===== src/rtl/bws_pkg.sv =====
// Package: shared types and helpers for the bus width splitter.
// Assumes a 32-bit host word split into four byte lanes.
package bws_pkg;

    localparam int LANES = 4;
    localparam int WORD_W = 8 * LANES;
    localparam int LO_W = $clog2(LANES);

    typedef enum logic [1:0] {
        BW_8  = 2'b00,
        BW_16 = 2'b01,
        BW_32 = 2'b10
    } bus_width_e;

    // Map the width select pins to a width; both upper codes mean 32 bits.
    function automatic bus_width_e decode_width(input logic [1:0] sel);
        case (sel)
            2'b00:   return BW_8;
            2'b01:   return BW_16;
            default: return BW_32;
        endcase
    endfunction

    // Reverse the byte order of a word.
    function automatic logic [WORD_W-1:0] swap_bytes(input logic [WORD_W-1:0] w);
        logic [WORD_W-1:0] r;
        for (int i = 0; i < LANES; i++) r[8*i +: 8] = w[8*(LANES-1-i) +: 8];
        return r;
    endfunction

    // Reverse the order of per-lane enable bits.
    function automatic logic [LANES-1:0] swap_en(input logic [LANES-1:0] e);
        logic [LANES-1:0] r;
        for (int i = 0; i < LANES; i++) r[i] = e[LANES-1-i];
        return r;
    endfunction

endpackage


===== src/rtl/bws_unit_pick.sv =====
// Module: bws_unit_pick
// Picks the lowest pending transfer unit and flags whether it is the last one.
// Assumes the pending mask is indexed by unit number (byte, half-word or word).
module bws_unit_pick
    import bws_pkg::*;
(
    input  logic [LANES-1:0] pend,
    output logic [LO_W-1:0]  idx,
    output logic             last
);

    // Lowest set bit wins, so units go out in ascending address order.
    always_comb begin
        idx = '0;
        for (int i = LANES - 1; i >= 0; i--) begin
            if (pend[i]) idx = LO_W'(i);
        end
        last = ((pend & ~(LANES'(1) << idx)) == '0);
    end

endmodule


===== src/rtl/bws_lane_route.sv =====
// Module: bws_lane_route
// Places the current unit's data and enables on the local lanes and tells the
// read gatherer which lane feeds each local byte address.
// Assumes data and enables are already in local byte-address order.
module bws_lane_route
    import bws_pkg::*;
(
    input  bus_width_e                mode,
    input  logic                      redir,
    input  logic [LO_W-1:0]           idx,
    input  logic [LANES-1:0]          sbe,
    input  logic [WORD_W-1:0]         swdata,
    output logic [LANES-1:0]          loc_be,
    output logic [WORD_W-1:0]         loc_wdata,
    output logic [LANES-1:0][LO_W-1:0] lane_sel,
    output logic [LANES-1:0]          in_unit
);

    logic [LO_W-1:0] lane8;
    logic [LO_W-1:0] base16;

    // Lane position chosen by the redirect option for narrow widths.
    always_comb begin
        lane8  = redir ? LO_W'(LANES - 1) : '0;
        base16 = redir ? LO_W'(LANES / 2) : '0;
    end

    // Width-dependent routing of enables, data and read lanes.
    always_comb begin
        loc_be    = '0;
        loc_wdata = '0;
        lane_sel  = '0;
        in_unit   = '0;
        case (mode)
            BW_8: begin
                loc_be    = LANES'(1) << lane8;
                loc_wdata = {{(WORD_W-8){1'b0}}, swdata[idx*8 +: 8]} << (8 * lane8);
                for (int a = 0; a < LANES; a++) begin
                    lane_sel[a] = lane8;
                    in_unit[a]  = (LO_W'(a) == idx);
                end
            end
            BW_16: begin
                loc_be    = {{(LANES-2){1'b0}}, sbe[idx[0]*2 +: 2]} << base16;
                loc_wdata = {{(WORD_W-16){1'b0}}, swdata[idx[0]*16 +: 16]} << (8 * base16);
                for (int a = 0; a < LANES; a++) begin
                    lane_sel[a] = base16 | {{(LO_W-1){1'b0}}, a[0]};
                    in_unit[a]  = (a[1] == idx[0]);
                end
            end
            default: begin
                loc_be    = sbe;
                loc_wdata = swdata;
                for (int a = 0; a < LANES; a++) begin
                    lane_sel[a] = LO_W'(a);
                    in_unit[a]  = 1'b1;
                end
            end
        endcase
    end

endmodule


===== src/rtl/bws_read_gather.sv =====
// Module: bws_read_gather
// Holding word for narrow reads, kept in local byte-address order.
// Assumes clear and capture are never high together.
module bws_read_gather
    import bws_pkg::*;
(
    input  logic                       clk,
    input  logic                       rst_n,
    input  logic                       clear,
    input  logic                       capture,
    input  logic [LANES-1:0]           sbe,
    input  logic [LANES-1:0]           in_unit,
    input  logic [LANES-1:0][LO_W-1:0] lane_sel,
    input  logic [WORD_W-1:0]          loc_rdata,
    output logic [WORD_W-1:0]          hold_next
);

    logic [WORD_W-1:0] hold_q;

    // Next holding value: cleared per access, enabled bytes of this unit loaded.
    always_comb begin
        hold_next = hold_q;
        if (clear) begin
            hold_next = '0;
        end else if (capture) begin
            for (int a = 0; a < LANES; a++) begin
                if (sbe[a] && in_unit[a]) hold_next[8*a +: 8] = loc_rdata[8*lane_sel[a] +: 8];
            end
        end
    end

    // Holding register.
    always_ff @(posedge clk) begin
        if (!rst_n) hold_q <= '0;
        else        hold_q <= hold_next;
    end

endmodule


===== src/rtl/bus_width_splitter.sv =====
// Module: bus_width_splitter
// Splits one 32-bit host access into 8-, 16- or 32-bit local transfers,
// skipping units with no enabled byte, and gathers narrow read returns.
// Assumes the local side accepts one sub-transfer per cycle and returns
// read data in the same cycle.
module bus_width_splitter
    import bws_pkg::*;
#(
    parameter int ADDR_W = 26
) (
    input  logic              clk,
    input  logic              rst_n,
    input  logic              req_valid,
    output logic              req_ready,
    input  logic              req_write,
    input  logic [ADDR_W-1:0] req_addr,
    input  logic [3:0]        req_be,
    input  logic [31:0]       req_wdata,
    input  logic [1:0]        width_sel,
    input  logic              big_endian,
    input  logic              lane_redirect,
    output logic              loc_valid,
    output logic              loc_write,
    output logic [ADDR_W-1:0] loc_addr_hi,
    output logic [1:0]        loc_addr_lo,
    output logic [3:0]        loc_be,
    output logic [31:0]       loc_wdata,
    input  logic [31:0]       loc_rdata,
    output logic              done,
    output logic [31:0]       rd_data
);

    logic                       busy_q;
    logic [LANES-1:0]           pend_q;
    bus_width_e                 mode_q;
    logic                       redir_q;
    logic                       bend_q;
    logic                       write_q;
    logic [ADDR_W-1:0]          addr_q;
    logic [LANES-1:0]           sbe_q;
    logic [WORD_W-1:0]          swdata_q;
    logic                       accept;
    bus_width_e                 new_mode;
    logic [LANES-1:0]           new_sbe;
    logic [LANES-1:0]           new_pend;
    logic [LO_W-1:0]            idx;
    logic                       last;
    logic [LANES-1:0][LO_W-1:0] lane_sel;
    logic [LANES-1:0]           in_unit;
    logic [WORD_W-1:0]          hold_next;

    // Request acceptance and request-side decoding.
    always_comb begin
        accept   = req_valid && !busy_q;
        new_mode = decode_width(width_sel);
        new_sbe  = big_endian ? swap_en(req_be) : req_be;
        case (new_mode)
            BW_8:    new_pend = new_sbe;
            BW_16:   new_pend = {2'b00, |new_sbe[3:2], |new_sbe[1:0]};
            default: new_pend = {3'b000, |new_sbe};
        endcase
    end

    bws_unit_pick u_pick (
        .pend (pend_q),
        .idx  (idx),
        .last (last)
    );

    bws_lane_route u_route (
        .mode      (mode_q),
        .redir     (redir_q),
        .idx       (idx),
        .sbe       (sbe_q),
        .swdata    (swdata_q),
        .loc_be    (loc_be),
        .loc_wdata (loc_wdata),
        .lane_sel  (lane_sel),
        .in_unit   (in_unit)
    );

    bws_read_gather u_gather (
        .clk       (clk),
        .rst_n     (rst_n),
        .clear     (accept),
        .capture   (busy_q && !write_q),
        .sbe       (sbe_q),
        .in_unit   (in_unit),
        .lane_sel  (lane_sel),
        .loc_rdata (loc_rdata),
        .hold_next (hold_next)
    );

    // Sequencer: latch the request, retire one unit per cycle, pulse done.
    always_ff @(posedge clk) begin
        if (!rst_n) begin
            busy_q   <= 1'b0;
            pend_q   <= '0;
            mode_q   <= BW_8;
            redir_q  <= 1'b0;
            bend_q   <= 1'b0;
            write_q  <= 1'b0;
            addr_q   <= '0;
            sbe_q    <= '0;
            swdata_q <= '0;
            done     <= 1'b0;
            rd_data  <= '0;
        end else begin
            done <= 1'b0;
            if (accept) begin
                mode_q   <= new_mode;
                redir_q  <= lane_redirect;
                bend_q   <= big_endian;
                write_q  <= req_write;
                addr_q   <= req_addr;
                sbe_q    <= new_sbe;
                swdata_q <= big_endian ? swap_bytes(req_wdata) : req_wdata;
                pend_q   <= new_pend;
                busy_q   <= |new_pend;
                if (new_pend == '0) begin
                    done    <= 1'b1;
                    rd_data <= '0;
                end
            end else if (busy_q) begin
                pend_q <= pend_q & ~(LANES'(1) << idx);
                if (last) begin
                    busy_q  <= 1'b0;
                    done    <= 1'b1;
                    rd_data <= bend_q ? swap_bytes(hold_next) : hold_next;
                end
            end
        end
    end

    // Local-side address and control outputs.
    always_comb begin
        req_ready   = !busy_q;
        loc_valid   = busy_q;
        loc_write   = write_q;
        loc_addr_hi = addr_q;
        case (mode_q)
            BW_8:    loc_addr_lo = idx;
            BW_16:   loc_addr_lo = {idx[0], 1'b0};
            default: loc_addr_lo = 2'b00;
        endcase
    end


    w8_single_lane_chk: assert property (@(posedge clk) disable iff (!rst_n)
        (loc_valid && mode_q == BW_8) |-> ($countones(loc_be) == 1));


    ascending_addr_chk: assert property (@(posedge clk) disable iff (!rst_n)
        (loc_valid && $past(loc_valid)) |-> (loc_addr_lo > $past(loc_addr_lo)));


    upper_lanes_chk: assert property (@(posedge clk) disable iff (!rst_n)
        (loc_valid && redir_q && mode_q != BW_32) |-> (loc_be[1:0] == 2'b00));


    done_idle_chk: assert property (@(posedge clk) disable iff (!rst_n)
        done |-> (!loc_valid && req_ready));


    addr_hold_chk: assert property (@(posedge clk) disable iff (!rst_n)
        (loc_valid && $past(loc_valid)) |-> (loc_addr_hi == $past(loc_addr_hi)));


    busy_ignore_chk: assert property (@(posedge clk) disable iff (!rst_n)
        (loc_valid && !last) |=> loc_valid);

endmodule


===== config.mk =====
export PLATFORM = sky130hd
export DESIGN_NAME = bus_width_splitter
export DESIGN_NICKNAME = d
export VERILOG_FILES = /design/src/rtl/bws_pkg.sv /design/src/rtl/bws_unit_pick.sv /design/src/rtl/bws_lane_route.sv /design/src/rtl/bws_read_gather.sv /design/src/rtl/bus_width_splitter.sv
export SDC_FILE = /design/constraint.sdc
export NUM_CORES = 1
export LEC_CHECK = 0
export ABC_AREA = 1
export ABC_CLOCK_PERIOD_IN_PS = 2000
export BUFFER_PORTS_ARGS = -buffer_cell sky130_fd_sc_hd__buf_4
export CORE_MARGIN = 8
export CORE_UTILIZATION = 53
export CTS_CLUSTER_DIAMETER = 60
export DETAILED_ROUTE_END_ITERATION = 12
export GPL_ROUTABILITY_DRIVEN = 1
export PLACE_DENSITY = 0.8
export SLEW_MARGIN = 10
export SYNTH_ARGS = -nofsm -noshare
export SYNTH_HDL_FRONTEND = slang
export SYNTH_SLANG_ARGS = --single-unit

===== constraint.sdc =====
create_clock -name clk -period 2 [get_ports clk]
set_input_delay 0.3 -clock clk [delete_from_list [all_inputs] [get_ports clk]]
set_output_delay 0.3 -clock clk [all_outputs]
set_load 0.1 [all_outputs]

==> flow_summary_export.csv, run 1 <==
group,metric,value,unit
drt,via_count,9948,
sta,setup_violations,70,
drt,ant_nets,0,
sta,layout_min_cycle_time,2.444,ns
grt,gr-total-overflow,0,
synth,synth_edf_count,0,
sta,finalCritPeriodShare,1.222,
final_layout,fillers,835,
clock_tree,clock_path_buffers,2,
clock_tree,root_buffer,"clkbuf_16",
drt,drt_iter0_drc,1723,
floorplanning,core_area,0.01383,mm2
synth,yosysMostFrequentCell,"nand2_1",
clock_tree,htreeDepth,4,
final_layout,final_util,0.8153,
final_layout,antenna_cells,0,
sta,finalSetupTns,-13.42,ns
floorplanning,io_pins,202,
floorplanning,fp.dieArea,0.01813,mm2
sta,finalMaxSlewViolations,0,
grt,first_global_vias,8837,
final_layout,seq_area,0.002755,mm2
synth,seq_area_frac_synth,0.3677,
placed_design,place_worst_setup_slack,-0.04610,ns
synth,yosys-top-cells-area,"dfxtp_1 (37%), nand2_1 (18%), o21ai_0 (8.6%)",
floorplanning,num_rows,43,
power,ir_drop,0.6877,mV
synth,synth_common_cells,"nand2_1 (360), dfxtp_1 (137), o21ai_0 (128), nor2_1 (122), a21oi_1 (111)",
power,pwr_density_cell,881.6,mW/mm2
sta,tightest_slew,0.7135,ns
final_layout,fin_nets,1512,
synth,avgSynthCellArea,6.263,um2
power,leakagePower,5.120,nW
drt,via_per_inst,6.210,
final_layout,drive_gt1_frac,0.3291,
clock_tree,cts-buffers-inserted,17,
synth,netlist_instances,1191,
synth,ys_types,32,
run,drv_cap,0,
drt,routed_wl,32.75,mm
worst_setup_path,crit_type,"reg -> out",
sta,finalHoldViolCount,0,
placed_design,dpl.hpwl,18.35,mm
synth,netlist_area,0.007460,mm2
worst_setup_path,critPathLaunchType,"flop",
synth,ys.flop_type,"dfxtp_1",
synth,async_flop_share,0,
grt,grt_max_degree,79,
clock_tree,clk_pin_slew_worst_paths,0.06,ns
worst_setup_path,crit_path_end_kind,"primary output",
drt,drc,0,
floorplanning,initial_core_util,0.5395,
sta,relSlewSlack,0.5243,
final_layout,multi_input_area,0.004802,mm2
grt,grt_pass1_wl,45.31,mm
synth,synth_top_area_cell,"dfxtp_1",
floorplanning,dieWidth,134.6,um
clock_tree,cts_tree,"yes",
synth,ys_warn_count,0,
grt,track_usage,0.3080,
clock_tree,clkLatencyLatePin,0.44,ns
clock_tree,cts_num_sinks,137,
sta,rsz0062_at_grt,"true",
synth,synth.top_cell.area_share,0.3677,
sta,layout_setup_ws,-0.4443,ns
synth,syn_nets,1293,
synth,synth_seq_cells,137,
grt,antenna_found_initial,0,
final_layout,syn_to_final_growth,51.12,%
sta,max_freq,409.1,MHz
outcome,outcome,"complete, but fails checks",
sta,fin_skew,0.01376,ns
worst_setup_path,cp_max_fo,7,
drt,wl_per_cell,20.44,um
placed_design,gp_congestion,0.9009,
worst_setup_path,worstPathRequired,1.70,ns
hold_path,hold_class,"in -> reg",
worst_setup_path,crit_arrival,2.14,ns
placed_design,io_buffers,201,
outcome,failed_checks,"setup timing",
drt,firstDrtPassIters,8,
floorplanning,die_height,134.6,um
==> worst max-delay path, cell delays in order, from the launching register on <==
cell and delay [ns]:
dfxtp_2 0.34, inv_2 0.05, nand2_2 0.07, nand2_4 0.08, nand2_8 0.14, inv_4 0.06
or2_4 0.24, o22ai_2 0.18, nor2_2 0.10, nand2_1 0.09, o211ai_1 0.13, buf_6 0.23
==> path summary, 6_finish.rpt <==
path | start | to | slack, ns | depth (start not counted)
max | pend_q[2] | loc_wdata[27] | -0.44 | 11
min | req_addr[11] | loc_addr_hi[11] | 0.08 | 3
max reg2reg | pend_q[2] | rd_data[27] | -0.14 | 16
min reg2reg | rd_data[0] | rd_data[0] | 0.47 | 2
==> layer usage <==
metal,global-route usage,routed length (um),share of wire
met1,0.3908,11840,0.36
met2,0.4670,14330,0.44
met3,0.08915,4395,0.13
met4,0.1535,2175,0.066
met5,0,0,0
==> where the power goes <==
group	internal [mW]	switching [mW]
registers	2.91	0.164
clock network	1.87	1.33
logic	1.08	2.59
total	5.86	4.08
==> final cells by class <==
cell class / instances / share of cell area
Clock buffer: 18 / 0.03896
Clock inverter: 13 / 0.01287
Inverter: 81 / 0.02886
Multi-Input combinational cell: 898 / 0.4260
Sequential cell: 137 / 0.2444
Tap cell: 180 / 0.01998
Timing Repair Buffer: 274 / 0.2280
Timing Repair inverter: 1 / 0.0009989
==> kinds of logic (layout without fill, tap and decap cells) <==
| kind of cell | after synthesis | count (layout) | share of synthesized area |
|---|---|---|---|
| and+or+nand+nor | 616 | 618 | 0.3417 |
| AOI/OAI and AO/OA | 280 | 280 | 0.2033 |
| buffers and inverters | 158 | 387 | 0.08739 |
| DFF | 137 | 137 | 0.3677 |
==> what timing repair did <==
action,CTS,global route
setup endpoints to repair,37,72
gates cloned,4,2
resized for setup,161,112
pin swaps,27,41
buffers inserted,13,12
hold buffers,0,0
==> cells in the final DEF (no fill, tap or decap), drive strengths merged, types with 3 or more instances in the layout <==
master / n
o21ai: 134
inv: 84
a221oi: 8
o211ai: 4
buf: 273
nor2: 129
o221ai: 17
a21oi: 111
clkbuf: 19
nor3: 3
or2: 10
dfxtp: 137
o22ai: 4
clkinv: 6
nand3: 107
nand2: 364
clkinvlp: 3
==> registers in the layout (all words and copies together), names as in the netlist, 2 cells and up <==
register         count
loc_addr_hi         26
mode_q               2
pend_q               4
rd_data             32
sbe_q                4
swdata_q            32
u_gather.hold_q     32
==> through the flow <==
stage          total power [mW]  instances  cell area [um2]  hold WS, ns
2_1_floorplan             5.312       1191             7657       0.4349
3_3_place_gp              6.075       1542             9402       0.4568
3_5_place_dp              6.099       1542             9402       0.4593
4_1_cts                   9.469       1589            10690      0.09083
5_1_grt                   10.19       1602            11270      0.08214
6_report                  9.939       1602            11270      0.08256
Note: power is estimated with default switching activity, not from simulation.
==> inputs of run 2 (changes only) <==
--- a/config.mk
+++ b/config.mk
@@ -9,11 +9,11 @@
 export ABC_CLOCK_PERIOD_IN_PS = 2000
 export BUFFER_PORTS_ARGS = -buffer_cell sky130_fd_sc_hd__buf_4
 export CORE_MARGIN = 8
-export CORE_UTILIZATION = 53
+export CORE_UTILIZATION = 41
 export CTS_CLUSTER_DIAMETER = 60
 export DETAILED_ROUTE_END_ITERATION = 12
 export GPL_ROUTABILITY_DRIVEN = 1
-export PLACE_DENSITY = 0.8
+export REMOVE_ABC_BUFFERS = 1
 export SLEW_MARGIN = 10
 export SYNTH_ARGS = -nofsm -noshare
 export SYNTH_HDL_FRONTEND = slang
==> flow_summary_export.csv, run 2 (synthesis results as in run 1) <==
group,metric,value,unit
sta,finalMaxSlewViolations,0,
grt,first_global_vias,8457,
clock_tree,clock_path_buffers,2,
worst_setup_path,crit_chain,"buf_4, inv_1, nand2_1, nand2_2, buf_6, o22ai_2, nor2_1, nand2_1, o211ai_1, buf_6",
final_layout,syn_to_final_growth,52.03,%
floorplanning,fp.dieArea,0.02277,mm2
final_layout,final_cell_count_no_fill,1654,
placed_design,dpl.hpwl,19.25,mm
power,p_clk_frac,0.341,
grt,antenna_found_initial,0,
clock_tree,clkLatencyLatePin,0.43,ns
final_layout,drive_gt1_frac,0.3053,
drt,drt_iter0_drc,580,
drt,drc,0,
drt,routed_wl,28.84,mm
drt,ant_nets,0,
clock_tree,cts_tree,"yes",
outcome,outcome,"complete, but fails checks",
floorplanning,die_height,150.9,um
power,ir_drop,0.7167,mV
floorplanning,dieWidth,150.9,um
power,p_sw,3.875,mW
placed_design,dp_cells,1600,
power,p_comb_frac,0.355,
sta,layout_setup_ws,-0.3629,ns
grt,grt_max_degree,51,
final_layout,largestRegisters,"rd_data x32, swdata_q x32, u_gather.hold_q x32",
final_layout,final_cell_mix,"nand2_1 (342), buf_4 (219), dfxtp_1 (132)",
worst_setup_path,crit_path_end_kind,"primary output",
sta,finalHoldViolCount,0,
power,sequentialPowerShare,0.304,
power,pwr_density_cell,880.2,mW/mm2
final_layout,layout_commonest_cell,"nand2_1",
sta,tightest_slew,0.5317,ns
hold_path,hold_class,"in -> reg",
power,swShare,0.3882,
sta,max_freq,423.2,MHz
floorplanning,io_pins,202,
worst_setup_path,reg2reg_slack,0.09,ns
worst_setup_path,critPathLaunchType,"flop",
drt,wl_per_cell,17.44,um
worst_setup_path,crit_type,"reg -> out",
worst_setup_path,max_stage_delay,0.32,ns
clock_tree,htreeDepth,4,
sta,finalCritPeriodShare,1.181,
sta,relSlewSlack,0.6455,
floorplanning,num_rows,49,
placed_design,io_buffers,201,
clock_tree,cts-buffers-inserted,17,
worst_setup_path,cp_max_fo,8,
power,p_int,6.108,mW
sta,finalSetupTns,-6.941,ns
sta,setup_violations,36,
outcome,failed_checks,"setup timing",
sta,layout_min_cycle_time,2.363,ns
floorplanning,initial_core_util,0.4167,
worst_setup_path,worstPathRequired,1.70,ns
drt,via_per_inst,5.383,
power,leakagePower,5.174,nW
clock_tree,clk_pin_slew_worst_paths,0.06,ns
final_layout,fin_nets,1515,
worst_setup_path,crit_arrival,2.06,ns
placed_design,gp_congestion,0.8742,
grt,gr-total-overflow,0,
clock_tree,root_buffer,"clkbuf_16",
floorplanning,core_area,0.01790,mm2
clock_tree,ctsHoldBuffers,0,
sta,fin_skew,0.01161,ns
drt,firstDrtPassIters,5,
clock_tree,cts_num_sinks,137,
run,drv_cap,0,
grt,grt_pass1_wl,44.81,mm
worst_setup_path,critPathSlowestCell,"dfxtp_1",
grt,track_usage,0.2487,
final_layout,antenna_cells,0,
sta,rsz0062_at_grt,"true",
drt,via_count,8903,
-- run 2: cell type report --
cell class	instances	area [um2]
sequential	137	2754
timing repair buffer	280	2663
clock inverter	13	192.7
clock buffer	18	439.2
fill	1645	6561
tap	229	286.5
inverter	81	316.6
multi-input combinational	896	4690
-- run 2: metrics by stage --
stage / power (mW) / hold WS, ns / setup WS, ns / util / cell area (um2)
CTS: 9.829 / 0.07870 / -0.2901 / 0.6104 / 10930
global route: 10.38 / 0.08121 / -0.4707 / 0.6335 / 11340
detailed placement: 6.096 / 0.4571 / 0.02567 / 0.5279 / 9450
floorplan: 5.142 / 0.3976 / -3.714 / - / 7114
finish: 9.983 / 0.08468 / -0.3629 / 0.6335 / 11340
global placement: 6.094 / 0.4542 / 0.05433 / 0.5279 / 9450
-- run 2: what timing repair did --
item / in CTS / in global routing
setup buffers: 12 / 10
pin swaps: 32 / 32
cloned: 3 / 0
resized for setup: 214 / 76
endpoints found under the setup margin: 37 / 70
-- run 2: worst paths after layout --
kind / startpoint / cells after the start / to
setup / recovery: pend_q[3] / 10 / loc_wdata[3]
hold / removal: req_addr[8] / 3 / loc_addr_hi[8]
setup reg to reg: mode_q[1] / 13 / rd_data[19]
hold reg to reg: rd_data[0] / 2 / rd_data[0]
-- run 2: worst max-delay path: cells and delay by family, from the launching register on --
kind | cells | cell delay, ns
AOI/OAI and AO/OA | 2 | 0.24
buffers and inverters | 4 | 0.64
DFF | 1 | 0.32
and+or+nand+nor | 4 | 0.43
-- run 2: routing by layer --
metal,routed length (um),vias to the layer above,GRT usage,part of all wire
met2,13440,347,0.3973,0.47
met1,12350,4127,0.3174,0.43
met3,2315,57,0.05916,0.080
li1,-,4372,-,-
met4,741,0,0.09896,0.026
met5,0,-,0,0
-- run 2: power groups by stage --
stage               sequential, mW  clock, mW  combinational [mW]
detailed placement            3.07          0                3.03
CTS                           3.02       3.45                3.35
global route                  3.06       3.58                3.74
finish                        3.03       3.40                3.54
global placement              3.07          0                3.03
floorplan                     3.75          0                1.39
==> inputs of run 3 (changes only) <==
--- a/config.mk
+++ b/config.mk
@@ -8,11 +8,14 @@
 export ABC_AREA = 1
 export ABC_CLOCK_PERIOD_IN_PS = 2000
 export BUFFER_PORTS_ARGS = -buffer_cell sky130_fd_sc_hd__buf_4
+export CELL_PAD_IN_SITES_DETAIL_PLACEMENT = 1
+export CELL_PAD_IN_SITES_GLOBAL_PLACEMENT = 1
 export CORE_MARGIN = 8
-export CORE_UTILIZATION = 41
+export CORE_UTILIZATION = 36
 export CTS_CLUSTER_DIAMETER = 60
 export DETAILED_ROUTE_END_ITERATION = 12
 export GPL_ROUTABILITY_DRIVEN = 1
+export PLACE_DENSITY_LB_ADDON = 0.1
 export REMOVE_ABC_BUFFERS = 1
 export SLEW_MARGIN = 10
 export SYNTH_ARGS = -nofsm -noshare
==> flow_summary_export.csv, run 3 (synthesis results as in run 1) <==
group,metric,value,unit
drt,via_per_inst,5.438,
clock_tree,htreeDepth,4,
final_layout,largestRegisters,"rd_data x32, swdata_q x32, u_gather.hold_q x32",
grt,grt_pass1_wl,51.09,mm
worst_setup_path,worstRegToRegCells,11,
power,p_clk_frac,0.312,
final_layout,layout_commonest_cell,"nand2_1",
clock_tree,clkLatencyLatePin,0.44,ns
sta,finalSetupTns,-9.040,ns
clock_tree,cts_tree,"yes",
final_layout,final_cell_count_no_fill,1697,
clock_tree,ctsHoldBuffers,0,
grt,grt_max_degree,60,
sta,layout_setup_ws,-0.3589,ns
clock_tree,cts-buffers-inserted,17,
worst_setup_path,crit_arrival,2.06,ns
worst_setup_path,crit_path_end_kind,"primary output",
floorplanning,num_rows,52,
floorplanning,io_pins,202,
drt,ant_nets,0,
drt,routed_wl,34.32,mm
final_layout,finalInstanceArea,0.01146,mm2
final_layout,drive_gt1_frac,0.3343,
clock_tree,clock_path_buffers,2,
clock_tree,root_buffer,"clkbuf_16",
worst_setup_path,crit_type,"reg -> out",
sta,finalCritPeriodShare,1.179,
outcome,failed_checks,"setup timing",
worst_setup_path,critPathSlowestCell,"dfxtp_2",
worst_setup_path,worstPathRequired,1.70,ns
sta,relSlewSlack,0.6010,
sta,finalMaxSlewViolations,0,
worst_setup_path,max_stage_delay,0.33,ns
floorplanning,die_height,160.0,um
grt,first_global_vias,9403,
final_layout,fin_nets,1516,
worst_setup_path,crit_chain,"inv_2, nand2_2, nand2_4, nand2_8, inv_2, buf_6, o21ai_0, o211ai_1, buf_6",
sta,hold_ws,0.08248,ns
worst_setup_path,cp_num_buf_inv,4,
sta,setup_violations,50,
power,pwr_density_cell,851.6,mW/mm2
worst_setup_path,critPathLaunchType,"flop",
sta,finalHoldViolCount,0,
power,p_sw,4.119,mW
clock_tree,cts_num_sinks,137,
power,swShare,0.4219,
drt,via_count,9229,
drt,drt_iter0_drc,567,
worst_setup_path,cp_num_cells,9,
placed_design,io_buffers,201,
power,leakagePower,5.154,nW
power,p_int,5.644,mW
sta,tightest_slew,0.5986,ns
hold_path,holdPathStages,3,
floorplanning,core_area,0.02030,mm2
final_layout,syn_to_final_growth,53.67,%
hold_path,hold_class,"in -> reg",
floorplanning,initial_core_util,0.3675,
drt,drc,0,
power,sequentialPowerShare,0.312,
sta,layout_min_cycle_time,2.359,ns
outcome,outcome,"complete, but fails checks",
grt,gr-total-overflow,0,
power,p_comb_frac,0.376,
final_layout,antenna_cells,0,
final_layout,final_cell_mix,"nand2_1 (324), buf_4 (211), dfxtp_1 (131)",
floorplanning,dieWidth,160.0,um
grt,antenna_found_initial,0,
grt,track_usage,0.2447,
floorplanning,fp.dieArea,0.02558,mm2
drt,firstDrtPassIters,5,
run,drv_cap,0,
worst_setup_path,cp_max_fo,9,
clock_tree,clk_pin_slew_worst_paths,0.07,ns
placed_design,gp_congestion,0.8829,
sta,rsz0062_at_grt,"true",
placed_design,dpl.hpwl,21.61,mm
placed_design,postPlaceCellArea,0.009534,mm2
placed_design,dp_cells,1642,
sta,fin_skew,0.01241,ns
worst_setup_path,cp_top_family,"buffers and inverters",
sta,max_freq,423.9,MHz
drt,wl_per_cell,20.23,um
power,ir_drop,0.5380,mV
-- run 3: layer usage --
| layer | wire [um] | GRT usage | vias up |
|---|---|---|---|
| met1 | 14430 | 0.3047 | 4478 |
| li1 | - | - | 4380 |
| met4 | 944 | 0.07986 | 0 |
| met2 | 16570 | 0.4012 | 308 |
| met5 | 0 | 0 | - |
| met3 | 2385 | 0.06787 | 63 |
-- run 3: area by class of cell --
cell class,count,area [um2]
fill,2593,8836
multi-input combinational,897,4803
sequential,137,2753
timing repair buffer,280,2701
clock buffer,17,425.4
tap,270,337.8
inverter,81,314.1
clock inverter,15,128.9
-- run 3: path summary, 6_finish.rpt --
| path | from | to | slack, ns |
|---|---|---|---|
| min | req_addr[22] | loc_addr_hi[22] | 0.08 |
| min reg2reg | rd_data[25] | rd_data[25] | 0.47 |
| max reg2reg | pend_q[0] | rd_data[9] | -0.11 |
| max | pend_q[2] | loc_wdata[27] | -0.36 |
-- run 3: worst reg2reg max path, cell delays in order (launching register included) --
cell       delay, ns
dfxtp_2         0.38
inv_2           0.09
buf_4           0.16
nor3_1          0.46
nor3b_4         0.10
nand2_2         0.10
nor2_4          0.05
buf_12          0.16
buf_6           0.12
clkbuf_16       0.15
o21ai_0         0.17
nor2_1          0.06
-- run 3: power by group through the flow --
stage / combinational, mW / sequential [mW] / clock, mW
after floorplan: 1.39 / 3.75 / 0
after global placement: 3.06 / 3.07 / 0
after detailed placement: 3.09 / 3.07 / 0
after CTS: 3.38 / 3.03 / 3.08
after global routing: 3.87 / 3.07 / 3.19
final: 3.67 / 3.05 / 3.04
-- run 3: timing repair --
item,4_1_cts,5_1_grt
pin swaps,35,35
endpoints found under the setup margin,39,70
endpoints found under the hold margin,0,0
resized for setup,191,132
setup buffers,6,12
gates cloned,2,4
-- run 3: per-stage QoR --
step / setup slack [ns] / utilization / total power [mW]
2_1_floorplan: -3.714 / - / 5.142
3_3_place_gp: 0.06853 / 0.4697 / 6.127
3_5_place_dp: -0.01632 / 0.4697 / 6.165
4_1_cts: -0.3255 / 0.5312 / 9.480
5_1_grt: -0.4267 / 0.5647 / 10.13
6_report: -0.3589 / 0.5647 / 9.763
